<file path="src/rtl/ext_bus_arbiter.sv">
module ext_bus_arbiter #(
  parameter int SYNC_STAGES = 2,
  parameter int MIN_STATES  = 3,
  parameter int CS_COUNT    = 8
) (
  input  logic                clk,
  input  logic                rst_n,
  input  logic                breq_n,
  input  logic                rel_en,
  input  logic                cyc_boundary,
  input  logic                split_lock,
  input  logic                cpu_internal,
  input  logic                cpu_sleep,
  output logic                bus_ack_n,
  output logic                cpu_grant,
  output logic                addr_oe,
  output logic                data_oe,
  output logic [3:0]          strobe_oe,
  output logic [CS_COUNT-1:0] cs_oe
);

  // Synchronizer delay plus the decision edge already gives SYNC_STAGES+1 states.
  localparam int PAD = (MIN_STATES > SYNC_STAGES + 1) ? MIN_STATES - SYNC_STAGES - 1 : 0;
  localparam int CW  = $clog2(PAD + 2);

  typedef enum logic [1:0] {CPU_OWNS, WAIT_BOUNDARY, RELEASED} arb_state_e;

  arb_state_e             state, state_n;
  logic [SYNC_STAGES-1:0] sync_q;
  logic                   req_s, hi_prev, want, xfer_ok, pad_ok, ack_q;
  logic [CW-1:0]          pad_cnt;

  assign req_s   = sync_q[SYNC_STAGES-1];
  assign want    = rel_en & ~req_s;
  assign xfer_ok = ~split_lock & (cyc_boundary | cpu_internal | cpu_sleep);
  assign pad_ok  = pad_cnt >= CW'(PAD);

  always_ff @(posedge clk or negedge rst_n)
    if (!rst_n) begin
      sync_q  <= '1;
      hi_prev <= 1'b1;
    end else begin
      sync_q  <= {sync_q[SYNC_STAGES-2:0], breq_n};
      hi_prev <= req_s;
    end

  // WAIT_BOUNDARY is the sticky request: it holds until a transfer point or until rel_en drops.
  always_comb begin
    state_n = state;
    case (state)
      CPU_OWNS:      if (want) state_n = (xfer_ok && pad_ok) ? RELEASED : WAIT_BOUNDARY;
      WAIT_BOUNDARY: if (!rel_en) state_n = CPU_OWNS;
                     else if (xfer_ok && pad_ok) state_n = RELEASED;
      RELEASED:      if (req_s && hi_prev) state_n = CPU_OWNS;
      default:       state_n = CPU_OWNS;
    endcase
  end

  always_ff @(posedge clk or negedge rst_n)
    if (!rst_n) begin
      state   <= CPU_OWNS;
      pad_cnt <= '0;
      ack_q   <= 1'b1;
    end else begin
      state <= state_n;
      ack_q <= (state_n != RELEASED);
      if (state_n != WAIT_BOUNDARY) pad_cnt <= '0;
      else if (!pad_ok)             pad_cnt <= pad_cnt + 1'b1;
    end

  assign bus_ack_n = ack_q;
  assign cpu_grant = ack_q;
  assign addr_oe   = ack_q;
  assign data_oe   = ack_q;
  assign strobe_oe = {4{ack_q}};
  assign cs_oe     = {CS_COUNT{ack_q}};

  assert_disabled_holds_R1: assert property (@(posedge clk) disable iff (!rst_n)
    (!rel_en && bus_ack_n) |=> bus_ack_n);

  assert_split_blocks_R5: assert property (@(posedge clk) disable iff (!rst_n)
    (split_lock && bus_ack_n) |=> bus_ack_n);

  assert_only_at_point_R4: assert property (@(posedge clk) disable iff (!rst_n)
    $fell(bus_ack_n) |-> $past(~split_lock & (cyc_boundary | cpu_internal | cpu_sleep)));

  assert_two_high_R8: assert property (@(posedge clk) disable iff (!rst_n)
    $rose(bus_ack_n) |-> ($past(req_s) && $past(hi_prev)));

  assert_enables_float_R7: assert property (@(posedge clk) disable iff (!rst_n)
    (state == RELEASED) |-> (!bus_ack_n && cs_oe == '0 && strobe_oe == '0));

endmodule

</file>
<file path="config.mk">
export PLATFORM = sky130hd
export DESIGN_NAME = ext_bus_arbiter
export DESIGN_NICKNAME = d
export VERILOG_FILES = /design/src/rtl/ext_bus_arbiter.sv
export SDC_FILE = /design/constraint.sdc
export NUM_CORES = 1
export LEC_CHECK = 0
export ABC_CLOCK_PERIOD_IN_PS = 1000
export BUFFER_PORTS_ARGS = -buffer_cell sky130_fd_sc_hd__buf_2
export CORE_AREA = 3 3 40 42
export DETAILED_ROUTE_END_ITERATION = 12
export DIE_AREA = 0 0 43 45
export PLACE_DENSITY_LB_ADDON = 0.05
export SYNTH_ARGS = -nofsm -noshare
export SYNTH_HDL_FRONTEND = slang
export SYNTH_SLANG_ARGS = --single-unit
</file>
<file path="constraint.sdc">
create_clock -name clk -period 1 [get_ports clk]
set_input_delay 0.05 -clock clk [delete_from_list [all_inputs] [get_ports clk]]
set_output_delay 0.05 -clock clk [all_outputs]
set_load 0.03 [all_outputs]
</file>
==> parameters.txt, run 1 <==
Parameter                              Value

Run status
  Run status    finished, violations left
  Violated checks    setup timing

Job
  Max-cap violation count    0

Die
  Number of cell rows    13
  Placeable core region    1280 um^2
  Chip Height    45 um
  Die footprint    1940 um^2
  Initial Utilization    0.260
  Horizontal extent of the die    43 um
  I/O pin count    24

Setup path
  Delay contributed by the slowest stage of the critical path    0.56 ns
  Critical path peak fanout    8
  Worst setup slack for register-to-register paths    0.13 ns
  CP Launch Type    register
  Critical Path RT    0.95 ns
  Startpoint-to-endpoint class of the critical path    reg -> out
  Depth of the worst register-to-register path    3
  Kind of end point of the critical path    output port
  Cell chain of the critical path    buf_12 > buf_4
  Startpoint of the most critical register-to-register path    sync_q[1]$_DFF_PN1_
  Largest delay share family, worst path    flip-flops
  Worst EP arrival    1.09 ns
  Worst-path cell with the longest stage delay    sky130_fd_sc_hd__dfstp_2
  CP bufs+invs    2
  Reg2reg end    state[1]$_DFF_PN0_

Synthesis
  Seq/Total Area, Yosys    0.464
  Cells taking the most area after synthesis    sky130_fd_sc_hd__buf_4 (34%), sky130_fd_sc_hd__dfstp_2 (31%), sky130_fd_sc_hd__dfrtp_1 (15%)
  Share of synthesized flip-flops with an asynchronous set or reset    1.00
  Post-synthesis share of cell area spent on and, or, nand and nor gates    0.109
  Distinct cell type count after synthesis    11
  Synthesized instance count    30
  Compound-cell area share of the yosys netlist    0.0787
  Area share of the largest cell type after synthesis    0.337
  Most frequent cell after synthesis    sky130_fd_sc_hd__buf_4
  Syn Std Cell Area    334 um^2
  Yosys synthesis warning count    0
  Multiplexer fraction of the synthesized cell area    0
  Synthesized-area fraction occupied by adder cells    0
  Largest area contributor in the netlist    sky130_fd_sc_hd__buf_4
  Predominant post-synthesis flop cell    sky130_fd_sc_hd__dfstp_2
  Number of enable flip-flop cells after synthesis    0
  Syn_nets    38
  Main combinational cell family by area after synthesis    buffers and inverters
  Synthesized flop and latch total    6
  Average footprint of a synthesized cell    11.1 um^2
  Top cells by instance count after synthesis    sky130_fd_sc_hd__buf_4 (15), sky130_fd_sc_hd__dfstp_2 (4), sky130_fd_sc_hd__dfrtp_1 (2), sky130_fd_sc_hd__nor2_1 (2)
  Xor-xnor portion of the synthesized cell area    0

CTS
  Cts bufs inserted    3
  TritonCTS sink count    6
  H-tree Lvls    1
  Clock transition at the registers of the reported paths    0.05 ns
  CTS tree    yes
  Clk_lat worst skew    0.24 ns
  Number of buffers between clock root and the deepest sink    2
  Clock Root Buffer    sky130_fd_sc_hd__clkbuf_4

Global route
  Total GRT Usage    0.0720
  Met2 track utilization from global routing    0.138
  Met3 layer usage reported by global route    0.0398
  Overflow after GRT    0
  Global Route met1 Usage    0.0515
  Number of antenna violations at the first check in global routing    0
  Number of global-route vias before repair    213
  Most used routing layer    met2
  Wire length of the first global-routing pass    938 um
  Maximum number of pins on one net before global-route repair    9

Timing
  Max-slew headroom at the worst pin    0.847
  RSZ-0062 raised after global routing    true
  Tightest Pin Transition    0.228 ns
  Least setup slack across all paths after layout    -0.142 ns
  Largest clock skew in the final design    0.00925 ns
  Final hold violation count    0
  Final Slew Violations    0
  Post-layout minimum cycle time    1.14 ns
  Fmax    0.876 GHz
  Number of setup violations in the final report    16
  Final worst path period share    1.14

Route
  Total number of vias    241
  Drt via density    3.95
  Number of iterations in the first detailed-routing pass    1
  DR WL/cell    10.3 um
  Number of nets with antenna violations after detailed routing    0
  Final routed wirelength across all metal layers    628 um
  DRC marker count from the first detailed-route iteration    0
  Remaining routing DRC violations    0

Worst hold path
  Worst hold path stage count    2
  Class of the most critical hold timing path    in -> reg
  Hold path startpoint    split_lock
  WHS Endpoint    state[1]$_DFF_PN0_

Finish
  Growth of design area from synthesis to finish    56.2%
  Layout Nets    55
  Layout cell share with drive strength beyond 1    0.804
  Final design area excluding fillers    522 um^2
  Count of inserted antenna diode cells    0

Placed design
  Area after detailed placement    355 um^2
  PortBufs    23
  Setup Slack @ Placement    0.0895 ns
  Gp weighted congestion    0.674

Power and ir drop
  Highest ir drop seen on vdd    0.712 mV
  Total power divided by cell area    2160 nW/um^2
  P_leak    0.249 nW
==> worst max path at each step <==
stage / to / slack (ns) / depth (start not counted) / start
floorplan: bus_ack_n / 0.007 / 1 / addr_oe$_DFF_PN1_
CTS: cs_oe[5] / -0.16 / 2 / addr_oe$_DFF_PN1_
global placement: bus_ack_n / 0.12 / 1 / addr_oe$_DFF_PN1_
global route: cs_oe[2] / -0.18 / 2 / addr_oe$_DFF_PN1_
finish: strobe_oe[1] / -0.14 / 2 / addr_oe$_DFF_PN1_
detailed placement: strobe_oe[1] / 0.09 / 1 / addr_oe$_DFF_PN1_
==> metal layers <==
metal  vias up  routed length, um
met5         -                  0
met4         0                 15
met3         2                108
met2        24                301
met1       102                203
li1        113                  -
==> timing repair <==
item / CTS / global route
endpoints found under the setup margin: 16 / 16
resized for setup: 23 / 11
hold buffers: 2 / 0
setup buffers: 2 / 0
endpoints found under the hold margin: 7 / 0
==> cell type report <==
class / count / area (um^2)
repair buffers: 27 / 255
well taps: 15 / 18.8
inverters: 1 / 3.75
fillers: 126 / 763
flip-flops and latches: 6 / 155
multi-input cells: 8 / 62.6
clock buffers: 4 / 26.3
==> registers in the layout, indices dropped and copies added, names as in the netlist <==
name	count
sync_q	2
hi_prev	1
addr_oe	1
state	2
==> cell usage in the layout (no fill, tap or decap), types with 2 or more instances in the layout <==
cell                            netlist  routed
sky130_fd_sc_hd__dlygate4sd3_1        0       2
sky130_fd_sc_hd__clkbuf_4             0       3
sky130_fd_sc_hd__buf_2                0       7
sky130_fd_sc_hd__buf_6                0      10
sky130_fd_sc_hd__nor2_1               2       2
sky130_fd_sc_hd__buf_4               15       5
sky130_fd_sc_hd__dfstp_2              4       4
sky130_fd_sc_hd__dfrtp_1              2       2
sky130_fd_sc_hd__buf_8                0       2
==> report_power, final <==
group	switching, W	internal, W
clock	0.0000859	0.000151
combinational	0.000334	0.000262
sequential	0.0000166	0.000276
total	0.000437	0.000689
==> worst reg2reg max path, stage by stage (launching register included) <==
cell and delay, ns:
sky130_fd_sc_hd__dfstp_2 0.54, sky130_fd_sc_hd__nand2b_2 0.06, sky130_fd_sc_hd__nand3_2 0.09, sky130_fd_sc_hd__o31ai_1 0.07
==> cell families after synthesis <==
| group | after synthesis |
|---|---|
| buf+inv | 16 |
| simple gates | 5 |
| flops | 6 |
| compound gates | 3 |
==> through the flow <==
stage,setup TNS (ns),utilization,hold slack (ns),std cells,power [W]
global route,-2.77,0.406,0.00934,61,0.00118
finish,-2.13,0.406,0.00948,61,0.00113
floorplan,0,-,-0.246,30,0.000712
CTS,-2.32,0.386,0.00559,61,0.00110
global placement,0,0.277,-0.123,53,0.000703
detailed placement,0,0.277,-0.118,53,0.000702
Power figures use the tool's default switching activity.
==> run 2, diff against run 1 <==
--- a/config.mk
+++ b/config.mk
@@ -11,6 +11,7 @@
 export DETAILED_ROUTE_END_ITERATION = 12
 export DIE_AREA = 0 0 43 45
 export PLACE_DENSITY_LB_ADDON = 0.05
+export RECOVER_POWER = 50
 export SYNTH_ARGS = -nofsm -noshare
 export SYNTH_HDL_FRONTEND = slang
 export SYNTH_SLANG_ARGS = --single-unit
==> parameters.txt, run 2 (synthesis gave the netlist of run 1 again) <==
Parameter                              Value

Run status
  Run status    finished, violations left
  Violated checks    setup timing

Setup path
  Critical path peak fanout    8 (unchanged)
  Cell chain of the critical path    buf_12 > buf_4
  CP Launch Type    register
  CP bufs+invs    2 (unchanged)
  Depth of the worst register-to-register path    3 (unchanged)
  Worst setup slack for register-to-register paths    0.13 ns (about the same)
  Kind of end point of the critical path    output port
  Worst EP arrival    1.09 ns (about the same)
  Critical Path RT    0.95 ns (about the same)
  Largest delay share family, worst path    flip-flops
  Reg2reg end    state[1]$_DFF_PN0_
  Delay contributed by the slowest stage of the critical path    0.56 ns (about the same)
  Startpoint of the most critical register-to-register path    sync_q[1]$_DFF_PN1_
  Worst-path cell with the longest stage delay    sky130_fd_sc_hd__dfstp_2
  Startpoint-to-endpoint class of the critical path    reg -> out
  CP Depth    2 (unchanged)

Die
  Die footprint    1940 um^2 (unchanged)
  Horizontal extent of the die    43 um (unchanged)
  Initial Utilization    0.260 (unchanged)
  I/O pin count    24 (unchanged)
  Chip Height    45 um (unchanged)
  Placeable core region    1280 um^2 (unchanged)
  Number of cell rows    13 (unchanged)

Power and ir drop
  Total power divided by cell area    2160 nW/um^2 (+0.19%)
  Sw Share    0.388 (about the same)
  P_leak    0.247 nW (-1.1%)
  Power after layout    0.00112 W (about the same)
  Power share of the combinational group    0.529 (about the same)
  Highest ir drop seen on vdd    0.712 mV (about the same)
  Clk network pwr share    0.211 (about the same)
  Part of the power in registers    0.260 (about the same)
  Switch Pwr    0.000437 W (about the same)
  Internal Pwr Total    0.000688 W (about the same)

Timing
  Max-slew headroom at the worst pin    0.792 (-0.0556)
  Post-Route Setup TNS    -2.13 ns (unchanged)
  Final Slew Violations    0 (unchanged)
  Fmax    0.876 GHz (unchanged)
  Final worst path period share    1.14 (unchanged)
  Tightest Pin Transition    0.312 ns (+0.0846 ns)
  Number of setup violations in the final report    16 (unchanged)
  Final hold violation count    0 (unchanged)
  Least setup slack across all paths after layout    -0.142 ns (unchanged)
  RSZ-0062 raised after global routing    true
  Largest clock skew in the final design    0.00925 ns (unchanged)
  Post-layout minimum cycle time    1.14 ns (unchanged)

Global route
  Total GRT Usage    0.0720 (unchanged)
  Wire length of the first global-routing pass    938 um (unchanged)
  Number of global-route vias before repair    213 (unchanged)
  Overflow after GRT    0 (unchanged)
  Number of antenna violations at the first check in global routing    0 (unchanged)
  Maximum number of pins on one net before global-route repair    9 (unchanged)

Route
  DR WL/cell    10.3 um (-0.16%)
  Number of iterations in the first detailed-routing pass    1 (unchanged)
  Final routed wirelength across all metal layers    627 um (-0.16%)
  Number of nets with antenna violations after detailed routing    0 (unchanged)
  Remaining routing DRC violations    0 (unchanged)
  Total number of vias    241 (unchanged)
  Drt via density    3.95 (unchanged)
  DRC marker count from the first detailed-route iteration    0 (unchanged)

CTS
  H-tree Lvls    1 (unchanged)
  Number of buffers between clock root and the deepest sink    2 (unchanged)
  Clk_lat worst skew    0.24 ns (about the same)
  TritonCTS sink count    6 (unchanged)
  Clock transition at the registers of the reported paths    0.05 ns (about the same)
  Cts bufs inserted    3 (unchanged)
  Clock Root Buffer    sky130_fd_sc_hd__clkbuf_4
  CTS tree    yes

Finish
  Post-Layout Cell Count    61 (unchanged)
  Count of inserted antenna diode cells    0 (unchanged)
  Fillers    125 (-0.79%)
  Growth of design area from synthesis to finish    55.8%
  Top library cells by usage in the layout, fill and taps aside    sky130_fd_sc_hd__buf_6 (10), sky130_fd_sc_hd__buf_2 (6), sky130_fd_sc_hd__buf_4 (5)
  Top Registers    state: 2 flops, sync_q: 2 flops
  Layout Nets    55 (unchanged)
  Area of all sequential standard cells    155 um^2 (unchanged)
  Layout cell share with drive strength beyond 1    0.783 (-0.0217)
  Area occupied by multi-input gates    62.6 um^2 (unchanged)
  Most common cell after layout, fill and taps aside    sky130_fd_sc_hd__buf_6

Worst hold path
  WHS Endpoint    state[1]$_DFF_PN0_
  Class of the most critical hold timing path    in -> reg
  Hold path startpoint    split_lock
  Worst hold path stage count    2 (unchanged)

Placed design
  Count of placed standard cells including taps    53 (unchanged)
  Setup Slack @ Placement    0.0895 ns (unchanged)
  PortBufs    23 (unchanged)
  Gp weighted congestion    0.674 (unchanged)

Job
  Max-cap violation count    0 (unchanged)
-- run 2: cell count changes in the layout (fill, tap and decap cells not counted) --
cell / previous run / this run
sky130_fd_sc_hd__clkbuf_1: 1 / 2
sky130_fd_sc_hd__buf_2: 7 / 6
-- run 2: how the worst max path moves through the flow --
stage                           start           end  slack [ns]
detailed placement  addr_oe$_DFF_PN1_  strobe_oe[1]        0.09
global route        addr_oe$_DFF_PN1_      cs_oe[2]       -0.18
global placement    addr_oe$_DFF_PN1_     bus_ack_n        0.12
finish              addr_oe$_DFF_PN1_  strobe_oe[1]       -0.14
CTS                 addr_oe$_DFF_PN1_      cs_oe[5]       -0.16
floorplan           addr_oe$_DFF_PN1_     bus_ack_n       0.007
-- run 2: metal layers --
layer,wire length [um],up-vias,GRT usage
met2,301,24,0.138
met3,108,2,0.0398
met1,201,102,0.0515
met5,0,-,0
met4,15,0,0.0542
li1,-,113,-
-- run 2: final cells by class --
cell class                 count  area share
clock buffer                   4      0.0505
inverter                       1     0.00721
multi-input combinational      8       0.120
sequential                     6       0.298
tap                           15      0.0361
timing repair buffer          27       0.488
-- run 2: timing repair --
item                                    4_1_cts  5_1_grt
setup buffers                                 2        0
gates resized for setup                      23       11
hold buffers                                  2        0
endpoints found under the setup margin       16       16
endpoints found under the hold margin         7        0
-- run 2: power groups by stage --
stage                     registers (W)  logic, W  clock network (W)
after floorplan                0.000321  0.000391                  0
after global placement         0.000304  0.000399                  0
after detailed placement       0.000308  0.000394                  0
after CTS                      0.000292  0.000557           0.000250
after global routing           0.000295  0.000622           0.000267
final                          0.000293  0.000595           0.000237
-- run 2: worst reg2reg max path, stage by stage, from the launching register on --
cell	delay (ns)
sky130_fd_sc_hd__dfstp_2	0.54
sky130_fd_sc_hd__nand2b_2	0.06
sky130_fd_sc_hd__nand3_2	0.09
sky130_fd_sc_hd__o31ai_1	0.07
-- run 2: through the flow --
step,hold WS (ns),utilization,instance area (um^2)
3_3_place_gp,-0.123,0.277,355
6_report,0.00948,0.405,520
2_1_floorplan,-0.246,-,334
4_1_cts,0.00559,0.386,495
5_1_grt,0.00934,0.405,520
3_5_place_dp,-0.118,0.277,355
